--- config.mk ---
export PLATFORM = sky130hd
export DESIGN_NAME = tlb_asid_cache
export DESIGN_NICKNAME = d
export VERILOG_FILES = /design/src/rtl/tlb_asid_pkg.sv /design/src/rtl/tlb_ctrl.sv /design/src/rtl/tlb_datapath.sv /design/src/rtl/tlb_asid_cache.sv
export SDC_FILE = /design/constraint.sdc
export NUM_CORES = 2
export LEC_CHECK = 0
export BUFFER_PORTS_ARGS = -buffer_cell sky130_fd_sc_hd__buf_2
export CORE_ASPECT_RATIO = 1.5
export CORE_MARGIN = 2
export CORE_UTILIZATION = 55
export CTS_CLUSTER_SIZE = 25
export DETAILED_ROUTE_END_ITERATION = 16
export PLACE_DENSITY = 0.68
export SETUP_SLACK_MARGIN = 0.5
export SYNTH_ARGS = -nofsm -noshare
export SYNTH_HDL_FRONTEND = slang
export SYNTH_SLANG_ARGS = --single-unit
export TNS_END_PERCENT = 20
--- constraint.sdc ---
create_clock -name clk -period 11.8 [get_ports clk]
set_input_delay 0.59 -clock clk [delete_from_list [all_inputs] [get_ports clk]]
set_output_delay 0.59 -clock clk [all_outputs]
set_load 0.03 [all_outputs]
--- src/rtl/tlb_asid_pkg.sv ---
package tlb_asid_pkg;
  localparam int VPN_W      = 20;
  localparam int PFN_W      = 20;
  localparam int ASID_W     = 7;
  localparam int PERM_W     = 3;
  localparam int LINE_IDX_W = 6;   // up to 64 lines
  localparam int CMD_W      = 32;
  localparam int GROUP_KEY_W = VPN_W - 2;  // page number bits 19:2
  localparam int SECT_KEY_LSB = 8;         // key bit for page number bit 10

  // command word field positions
  localparam int CMD_ASID_EN  = 31;
  localparam int CMD_ASID_LSB = 24;
  localparam int CMD_KEY_LSB  = 2;
  localparam int CMD_KEY_MSB  = 19;

  typedef enum logic [1:0] {
    VA_ALL     = 2'd0,
    VA_RSVD    = 2'd1,
    VA_SECTION = 2'd2,
    VA_GROUP   = 2'd3
  } vaMatchE;

  typedef struct packed {
    logic                   lookupEn;
    logic                   fillWe;
    logic [LINE_IDX_W-1:0]  fillLine;
    logic                   flushEn;
    vaMatchE                flushMode;
    logic                   asidMatchEn;
    logic [ASID_W-1:0]      flushAsid;
    logic [GROUP_KEY_W-1:0] flushKey;
  } tlbStrobeT;
endpackage

--- src/rtl/tlb_ctrl.sv ---
module tlb_ctrl
  import tlb_asid_pkg::*;
#(
  parameter int NUM_LINES = 32
) (
  input  logic                 clk,
  input  logic                 rstN,
  input  logic                 translateEn,
  input  logic [5:0]           activeLines,
  input  logic                 fillValid,
  input  logic                 flushValid,
  input  logic [CMD_W-1:0]     flushCmd,
  input  logic [NUM_LINES-1:0] validVec,
  output logic [NUM_LINES-1:0] lineActive,
  output tlbStrobeT            strobes
);
  localparam int CNT_W = LINE_IDX_W + 1;

  logic [CNT_W-1:0]      effLines;
  logic                  freeFound;
  logic [LINE_IDX_W-1:0] freeIdx;
  logic [LINE_IDX_W-1:0] victimPtr;
  logic [LINE_IDX_W-1:0] victimUse;
  logic [LINE_IDX_W-1:0] victimNext;
  logic                  fillWe;
  logic                  unusedCmdBits;

  assign unusedCmdBits = ^flushCmd[CMD_ASID_LSB-1:CMD_KEY_MSB+1];

  always_comb begin
    if (activeLines == '0)
      effLines = CNT_W'(1);
    else if (int'(activeLines) > NUM_LINES)
      effLines = CNT_W'(NUM_LINES);
    else
      effLines = CNT_W'(activeLines);
  end

  for (genvar i = 0; i < NUM_LINES; i++) begin : g_active
    assign lineActive[i] = (CNT_W'(i) < effLines);
  end

  // lowest-numbered free active line
  always_comb begin
    freeFound = 1'b0;
    freeIdx   = '0;
    for (int i = NUM_LINES - 1; i >= 0; i--) begin
      if (!validVec[i] && lineActive[i]) begin
        freeFound = 1'b1;
        freeIdx   = LINE_IDX_W'(i);
      end
    end
  end

  always_comb begin
    victimUse  = (CNT_W'(victimPtr) >= effLines) ? '0 : victimPtr;
    victimNext = ((CNT_W'(victimUse) + CNT_W'(1)) >= effLines) ? '0
                                                               : victimUse + 1'b1;
  end

  assign fillWe = fillValid && translateEn;

  always_ff @(posedge clk) begin
    if (!rstN)
      victimPtr <= '0;
    else if (fillWe && !freeFound)
      victimPtr <= victimNext;
  end

  always_comb begin
    strobes.lookupEn    = translateEn;
    strobes.fillWe      = fillWe;
    strobes.fillLine    = freeFound ? freeIdx : victimUse;
    strobes.flushEn     = flushValid;
    strobes.flushMode   = vaMatchE'(flushCmd[1:0]);
    strobes.asidMatchEn = flushCmd[CMD_ASID_EN];
    strobes.flushAsid   = flushCmd[CMD_ASID_LSB +: ASID_W];
    strobes.flushKey    = flushCmd[CMD_KEY_MSB:CMD_KEY_LSB];
  end

  // a fill always lands on an active line
  a_r4_fill_in_active: assert property (@(posedge clk) disable iff (!rstN)
    strobes.fillWe |-> (CNT_W'(strobes.fillLine) < effLines));

  // the victim pointer stays inside the array
  a_r3_victim_bound: assert property (@(posedge clk) disable iff (!rstN)
    int'(victimPtr) < NUM_LINES);

  // a free active line is preferred to replacement
  a_r2_free_first: assert property (@(posedge clk) disable iff (!rstN)
    (strobes.fillWe && freeFound) |-> !validVec[strobes.fillLine]);
endmodule

--- src/rtl/tlb_datapath.sv ---
module tlb_datapath
  import tlb_asid_pkg::*;
#(
  parameter int NUM_LINES = 32
) (
  input  logic                 clk,
  input  logic                 rstN,
  input  tlbStrobeT            strobes,
  input  logic [NUM_LINES-1:0] lineActive,
  input  logic                 lookupValid,
  input  logic [VPN_W-1:0]     lookupVpn,
  input  logic [ASID_W-1:0]    lookupAsid,
  input  logic [VPN_W-1:0]     fillVpn,
  input  logic [ASID_W-1:0]    fillAsid,
  input  logic [PFN_W-1:0]     fillPfn,
  input  logic [PERM_W-1:0]    fillPerm,
  output logic [NUM_LINES-1:0] validVec,
  output logic                 respValid,
  output logic                 respHit,
  output logic [PFN_W-1:0]     respPfn,
  output logic [PERM_W-1:0]    respPerm
);
  logic [NUM_LINES-1:0] validQ;
  logic [VPN_W-1:0]     vpnQ  [NUM_LINES];
  logic [ASID_W-1:0]    asidQ [NUM_LINES];
  logic [PFN_W-1:0]     pfnQ  [NUM_LINES];
  logic [PERM_W-1:0]    permQ [NUM_LINES];

  logic [NUM_LINES-1:0] killVec;
  logic [NUM_LINES-1:0] hitVec;
  logic [PFN_W-1:0]     hitPfn;
  logic [PERM_W-1:0]    hitPerm;

  assign validVec = validQ;

  always_comb begin
    logic asidOk;
    logic vaOk;
    for (int i = 0; i < NUM_LINES; i++) begin
      asidOk = !strobes.asidMatchEn || (asidQ[i] == strobes.flushAsid);
      case (strobes.flushMode)
        VA_ALL:     vaOk = 1'b1;
        VA_SECTION: vaOk = (vpnQ[i][VPN_W-1:10] ==
                            strobes.flushKey[GROUP_KEY_W-1:SECT_KEY_LSB]);
        VA_GROUP:   vaOk = (vpnQ[i][VPN_W-1:2] == strobes.flushKey);
        default:    vaOk = 1'b0;
      endcase
      killVec[i] = strobes.flushEn && validQ[i] && asidOk && vaOk;
      hitVec[i]  = strobes.lookupEn && lineActive[i] && validQ[i] && !killVec[i] &&
                   (vpnQ[i] == lookupVpn) && (asidQ[i] == lookupAsid);
    end
  end

  always_comb begin
    hitPfn  = '0;
    hitPerm = '0;
    for (int i = 0; i < NUM_LINES; i++) begin
      hitPfn  = hitPfn  | ({PFN_W{hitVec[i]}}  & pfnQ[i]);
      hitPerm = hitPerm | ({PERM_W{hitVec[i]}} & permQ[i]);
    end
  end

  always_ff @(posedge clk) begin
    if (!rstN) begin
      validQ <= '0;
      for (int i = 0; i < NUM_LINES; i++) begin
        vpnQ[i]  <= '0;
        asidQ[i] <= '0;
        pfnQ[i]  <= '0;
        permQ[i] <= '0;
      end
    end else begin
      for (int i = 0; i < NUM_LINES; i++) begin
        if (strobes.fillWe && (strobes.fillLine == LINE_IDX_W'(i))) begin
          validQ[i] <= 1'b1;
          vpnQ[i]   <= fillVpn;
          asidQ[i]  <= fillAsid;
          pfnQ[i]   <= fillPfn;
          permQ[i]  <= fillPerm;
        end else if (killVec[i]) begin
          validQ[i] <= 1'b0;
        end
      end
    end
  end

  always_ff @(posedge clk) begin
    if (!rstN) begin
      respValid <= 1'b0;
      respHit   <= 1'b0;
      respPfn   <= '0;
      respPerm  <= '0;
    end else begin
      respValid <= lookupValid;
      respHit   <= lookupValid && (|hitVec);
      respPfn   <= hitPfn;
      respPerm  <= hitPerm;
    end
  end

  // relies on the walker never duplicating a page/identifier pair
  a_r1_single_hit: assert property (@(posedge clk) disable iff (!rstN)
    $onehot0(hitVec));

  // every accepted lookup is answered on the next cycle
  a_r1_resp_next: assert property (@(posedge clk) disable iff (!rstN)
    lookupValid |=> respValid);

  // disabled translation always misses
  a_r12_disabled_miss: assert property (@(posedge clk) disable iff (!rstN)
    (lookupValid && !strobes.lookupEn) |=> (respValid && !respHit));

  // an unqualified full flush empties the array
  a_r5_flush_all: assert property (@(posedge clk) disable iff (!rstN)
    (strobes.flushEn && strobes.flushMode == VA_ALL && !strobes.asidMatchEn &&
     !strobes.fillWe) |=> (validQ == '0));

  // the reserved mode leaves the array untouched
  a_r10_reserved_mode: assert property (@(posedge clk) disable iff (!rstN)
    (strobes.flushEn && strobes.flushMode == VA_RSVD && !strobes.fillWe)
      |=> (validQ == $past(validQ)));

  // a lookup beside a full flush sees the emptied array
  a_r11_flush_lookup: assert property (@(posedge clk) disable iff (!rstN)
    (lookupValid && strobes.flushEn && strobes.flushMode == VA_ALL &&
     !strobes.asidMatchEn) |=> !respHit);
endmodule

--- src/rtl/tlb_asid_cache.sv ---
module tlb_asid_cache
  import tlb_asid_pkg::*;
#(
  parameter int NUM_LINES = 32
) (
  input  logic              clk,
  input  logic              rstN,
  input  logic              translateEn,
  input  logic [5:0]        activeLines,
  input  logic              lookupValid,
  input  logic [VPN_W-1:0]  lookupVpn,
  input  logic [ASID_W-1:0] lookupAsid,
  output logic              respValid,
  output logic              respHit,
  output logic [PFN_W-1:0]  respPfn,
  output logic [PERM_W-1:0] respPerm,
  input  logic              fillValid,
  input  logic [VPN_W-1:0]  fillVpn,
  input  logic [ASID_W-1:0] fillAsid,
  input  logic [PFN_W-1:0]  fillPfn,
  input  logic [PERM_W-1:0] fillPerm,
  input  logic              flushValid,
  input  logic [CMD_W-1:0]  flushCmd
);
  tlbStrobeT            strobes;
  logic [NUM_LINES-1:0] validVec;
  logic [NUM_LINES-1:0] lineActive;

  tlb_ctrl #(.NUM_LINES(NUM_LINES)) u_ctrl (
    .clk        (clk),
    .rstN       (rstN),
    .translateEn(translateEn),
    .activeLines(activeLines),
    .fillValid  (fillValid),
    .flushValid (flushValid),
    .flushCmd   (flushCmd),
    .validVec   (validVec),
    .lineActive (lineActive),
    .strobes    (strobes)
  );

  tlb_datapath #(.NUM_LINES(NUM_LINES)) u_dp (
    .clk        (clk),
    .rstN       (rstN),
    .strobes    (strobes),
    .lineActive (lineActive),
    .lookupValid(lookupValid),
    .lookupVpn  (lookupVpn),
    .lookupAsid (lookupAsid),
    .fillVpn    (fillVpn),
    .fillAsid   (fillAsid),
    .fillPfn    (fillPfn),
    .fillPerm   (fillPerm),
    .validVec   (validVec),
    .respValid  (respValid),
    .respHit    (respHit),
    .respPfn    (respPfn),
    .respPerm   (respPerm)
  );
endmodule

==> flow_metrics.py <==
metrics = {
    "status": {
        "status": "completed",
    },
    "setup_path": {
        "r2r_cells": 12,
        "slowest_delay_ns": 1.05,
        "startpoint_type": "primary input",
        "r2r_start": "u_ctrl.victimPtr[0]",
        "rr_endpoint": "u_dp.permQ[0][83]",
        "cp_data_arrival_time_ns": 7.72,
        "ff2ff_setup_slack_ns": 5.09,
        "critPathMaxFanout": 64,
        "path_class": "in2reg",
        "critPathCaptureType": "flop",
        "cp_slowest_cell": "o21ai_4",
        "path_cells": "buf_2 > nor2_1 > a21oi_1 > nor2_1 > ha_1 > nand2b_1 > a2111o_1 > a31oi_1 > o21ai_0 > nor2_1 > o21a_1 > nand3_4 > buf_4 > o21ai_4 > buf_4",
        "critPathRequiredTime_ns": 12.26,
        "crit_top_cell": "nor2_1",
    },
    "sta": {
        "tightestPinTransition_ns": 1.45,
        "max_freq_mhz": 138,
        "setup_tns_ns": 0,
        "min_period_ns": 7.26,
        "drv_slew": 0,
        "setup_viol": 0,
        "hold_viol_final": 0,
        "rsz0062_at_grt": "no",
        "min_period_over_period_pct": 61.5,
        "skew_ns": 0.0342,
        "slew_headroom_pct": 2.97,
    },
    "logic_synthesis": {
        "synthTopCellsByArea": "edfxtp_1, xnor2_1, xor2_1",
        "ys.flop_type": "edfxtp_1",
        "synth_enable_flop_cells": 1600,
        "synth_area_um2": 81500,
        "netlist.area_leader.share_pct": 59.0,
        "synthCells": 6472,
        "async_reset_ff_share_pct": 0,
        "synth_seq_area_share_pct": 60.5,
        "synth.ff_latch_count": 1663,
        "yosysTopAreaCell": "edfxtp_1",
        "ys_types": 85,
        "syn_area_per_cell_um2": 12.6,
        "syn_nets": 6606,
        "yosys_warnings": 0,
    },
    "drt": {
        "routed_wl_um": 355000,
        "antenna_left": 0,
        "dr_total_vias": 62500,
        "dr.pass1.iters": 9,
        "viasPerCell": 7.32,
        "drc": 0,
        "drt_iter0_markers": 11600,
        "post_drt_wl_per_cell_um": 41.6,
    },
    "clocking": {
        "clockRootBuffer": "clkbuf_16",
        "post_cts_resized": 0,
        "clkSlewWorstSetupHoldPaths_ns": 0.06,
        "clock_path_buffers": 3,
        "cts_sinks": 1663,
        "htreeDepth": 4,
        "clk_latency_ns": 0.85,
        "cts_setup_buffers": 0,
        "ctsHoldBuffers": 1,
        "cts_tree": "done",
        "cts_buffers": 154,
    },
    "finish": {
        "area_delta_synth_final_pct": 10.4,
        "multi_input_comb_area_um2": 30300,
        "nets": 6600,
        "final_cell_mix": "edfxtp_1, xnor2_1, xor2_1",
        "seqCellArea_um2": 49300,
        "drive_gt1_share_pct": 10.9,
        "final_cells": 8534,
        "fillCellCount": 11600,
        "final_common_cell": "edfxtp_1",
        "fin_area_um2": 90000,
    },
    "place": {
        "placed_cells": 8234,
        "dp_hpwl_um": 208000,
        "placed_area_um2": 84900,
        "routabilityCongestion": 1.01,
        "io_buffers": 141,
    },
    "floorplanning": {
        "start_util_pct": 55.2,
        "die_area_um2": 151000,
        "fp.dieW_um": 318,
        "rows": 173,
        "ios": 146,
        "die_y_um": 475,
        "coreArea_um2": 148000,
    },
    "power": {
        "vdd_ir_drop_max_v": 0.000195,
        "p_leak_uw": 0.0292,
        "totalPowerFinal_uw": 13800,
        "power_density_nw_per_um2": 153,
    },
    "global_route": {
        "grt_antenna_before_repair": 13,
        "grt_pass1_wl_um": 480000,
        "overflow": 0,
        "grt_max_degree": 76,
        "grt_pass1_vias": 60400,
        "grt_usage_pct": 46.5,
    },
    "worst_hold_path": {
        "worstHoldPathCells": 3,
        "worstHoldPathType": "in2reg",
        "min_from": "rstN",
        "holdPathEnd": "u_dp.validVec[30]",
    },
    "flow_run": {
        "cap_violations": 0,
    },
}
[worst max-delay path: cells and delay by family]
family	cells	cell delay, ns
compound gates	6	2.75
simple gates	5	2.16
buf+inv	3	1.61
fa+ha+maj	1	0.27
[metrics by stage]
stage	utilization (%)	worst slack [ns]	hold WS, ns
2_1_floorplan	-	4.31	0.458
3_3_place_gp	57.5	4.01	0.495
3_5_place_dp	57.5	4.02	0.501
4_1_cts	60.9	4.86	0.0999
5_1_grt	60.9	4.53	0.128
6_report	60.9	4.54	0.138
[metal layers]
layer / track usage (%) / vias to the layer above / part of all wire, %
met5: 0 / - / 0.016
met4: 44.7 / 8 / 12
met3: 13.2 / 2155 / 15
met2: 69.9 / 6100 / 43
met1: 53.4 / 30300 / 30
li1: - / 23900 / -
[synth_stat cells (83+ instances only)]
cell type / number
a22oi_1: 135
xor2_1: 499
nand3_1: 105
nand2_1: 161
buf_2: 245
nor4_1: 134
xnor2_1: 1167
inv_1: 87
a22o_1: 83
edfxtp_1: 1600
nand4_1: 327
nor2_1: 464
nor3_1: 490
clkbuf_1: 281
[power by group]
part | switching [uW] | internal (uW)
Clock | 2320 | 2820
Sequential | 196 | 6820
Combinational | 1170 | 455
[cell families after synthesis]
logic type | share of synthesized area (%)
simple gates | 11.1
xor+xnor | 17.9
flops | 60.5
compound gates | 6.98
buf+inv | 3.32
fa+ha+maj | 0.200
[flip-flops by register name, summed over array words and instances (netlist names)]
signal	count
u_ctrl.victimPtr	6
u_dp.asidQ	224
u_dp.permQ	96
u_dp.pfnQ	640
u_dp.respHit	1
u_dp.respPerm	3
u_dp.respPfn	20
u_dp.respValid	1
u_dp.validVec	32
u_dp.vpnQ	640
[worst max-delay path by stage]
stage	start	end	slack, ns	depth (start not counted)
after floorplan	activeLines[4]	u_dp.asidQ[0][10]	4.31	15
after global placement	activeLines[4]	u_dp.permQ[0][81]	4.01	15
after detailed placement	activeLines[4]	u_dp.permQ[0][81]	4.02	15
after CTS	activeLines[4]	u_dp.permQ[0][83]	4.86	15
after global routing	activeLines[4]	u_dp.permQ[0][83]	4.53	15
final	activeLines[4]	u_dp.permQ[0][83]	4.54	15
[cell type report]
cell class              instances  area share, %
diodes                         14         0.0389
clock inverters                73          0.886
repair buffers                380           2.81
well taps                    1925           2.68
inverters                      88          0.367
multi-input cells            4179           33.7
flip-flops and latches       1663           54.8
clock buffers                 212           4.72
Note: power is estimated with default switching activity, not from simulation.
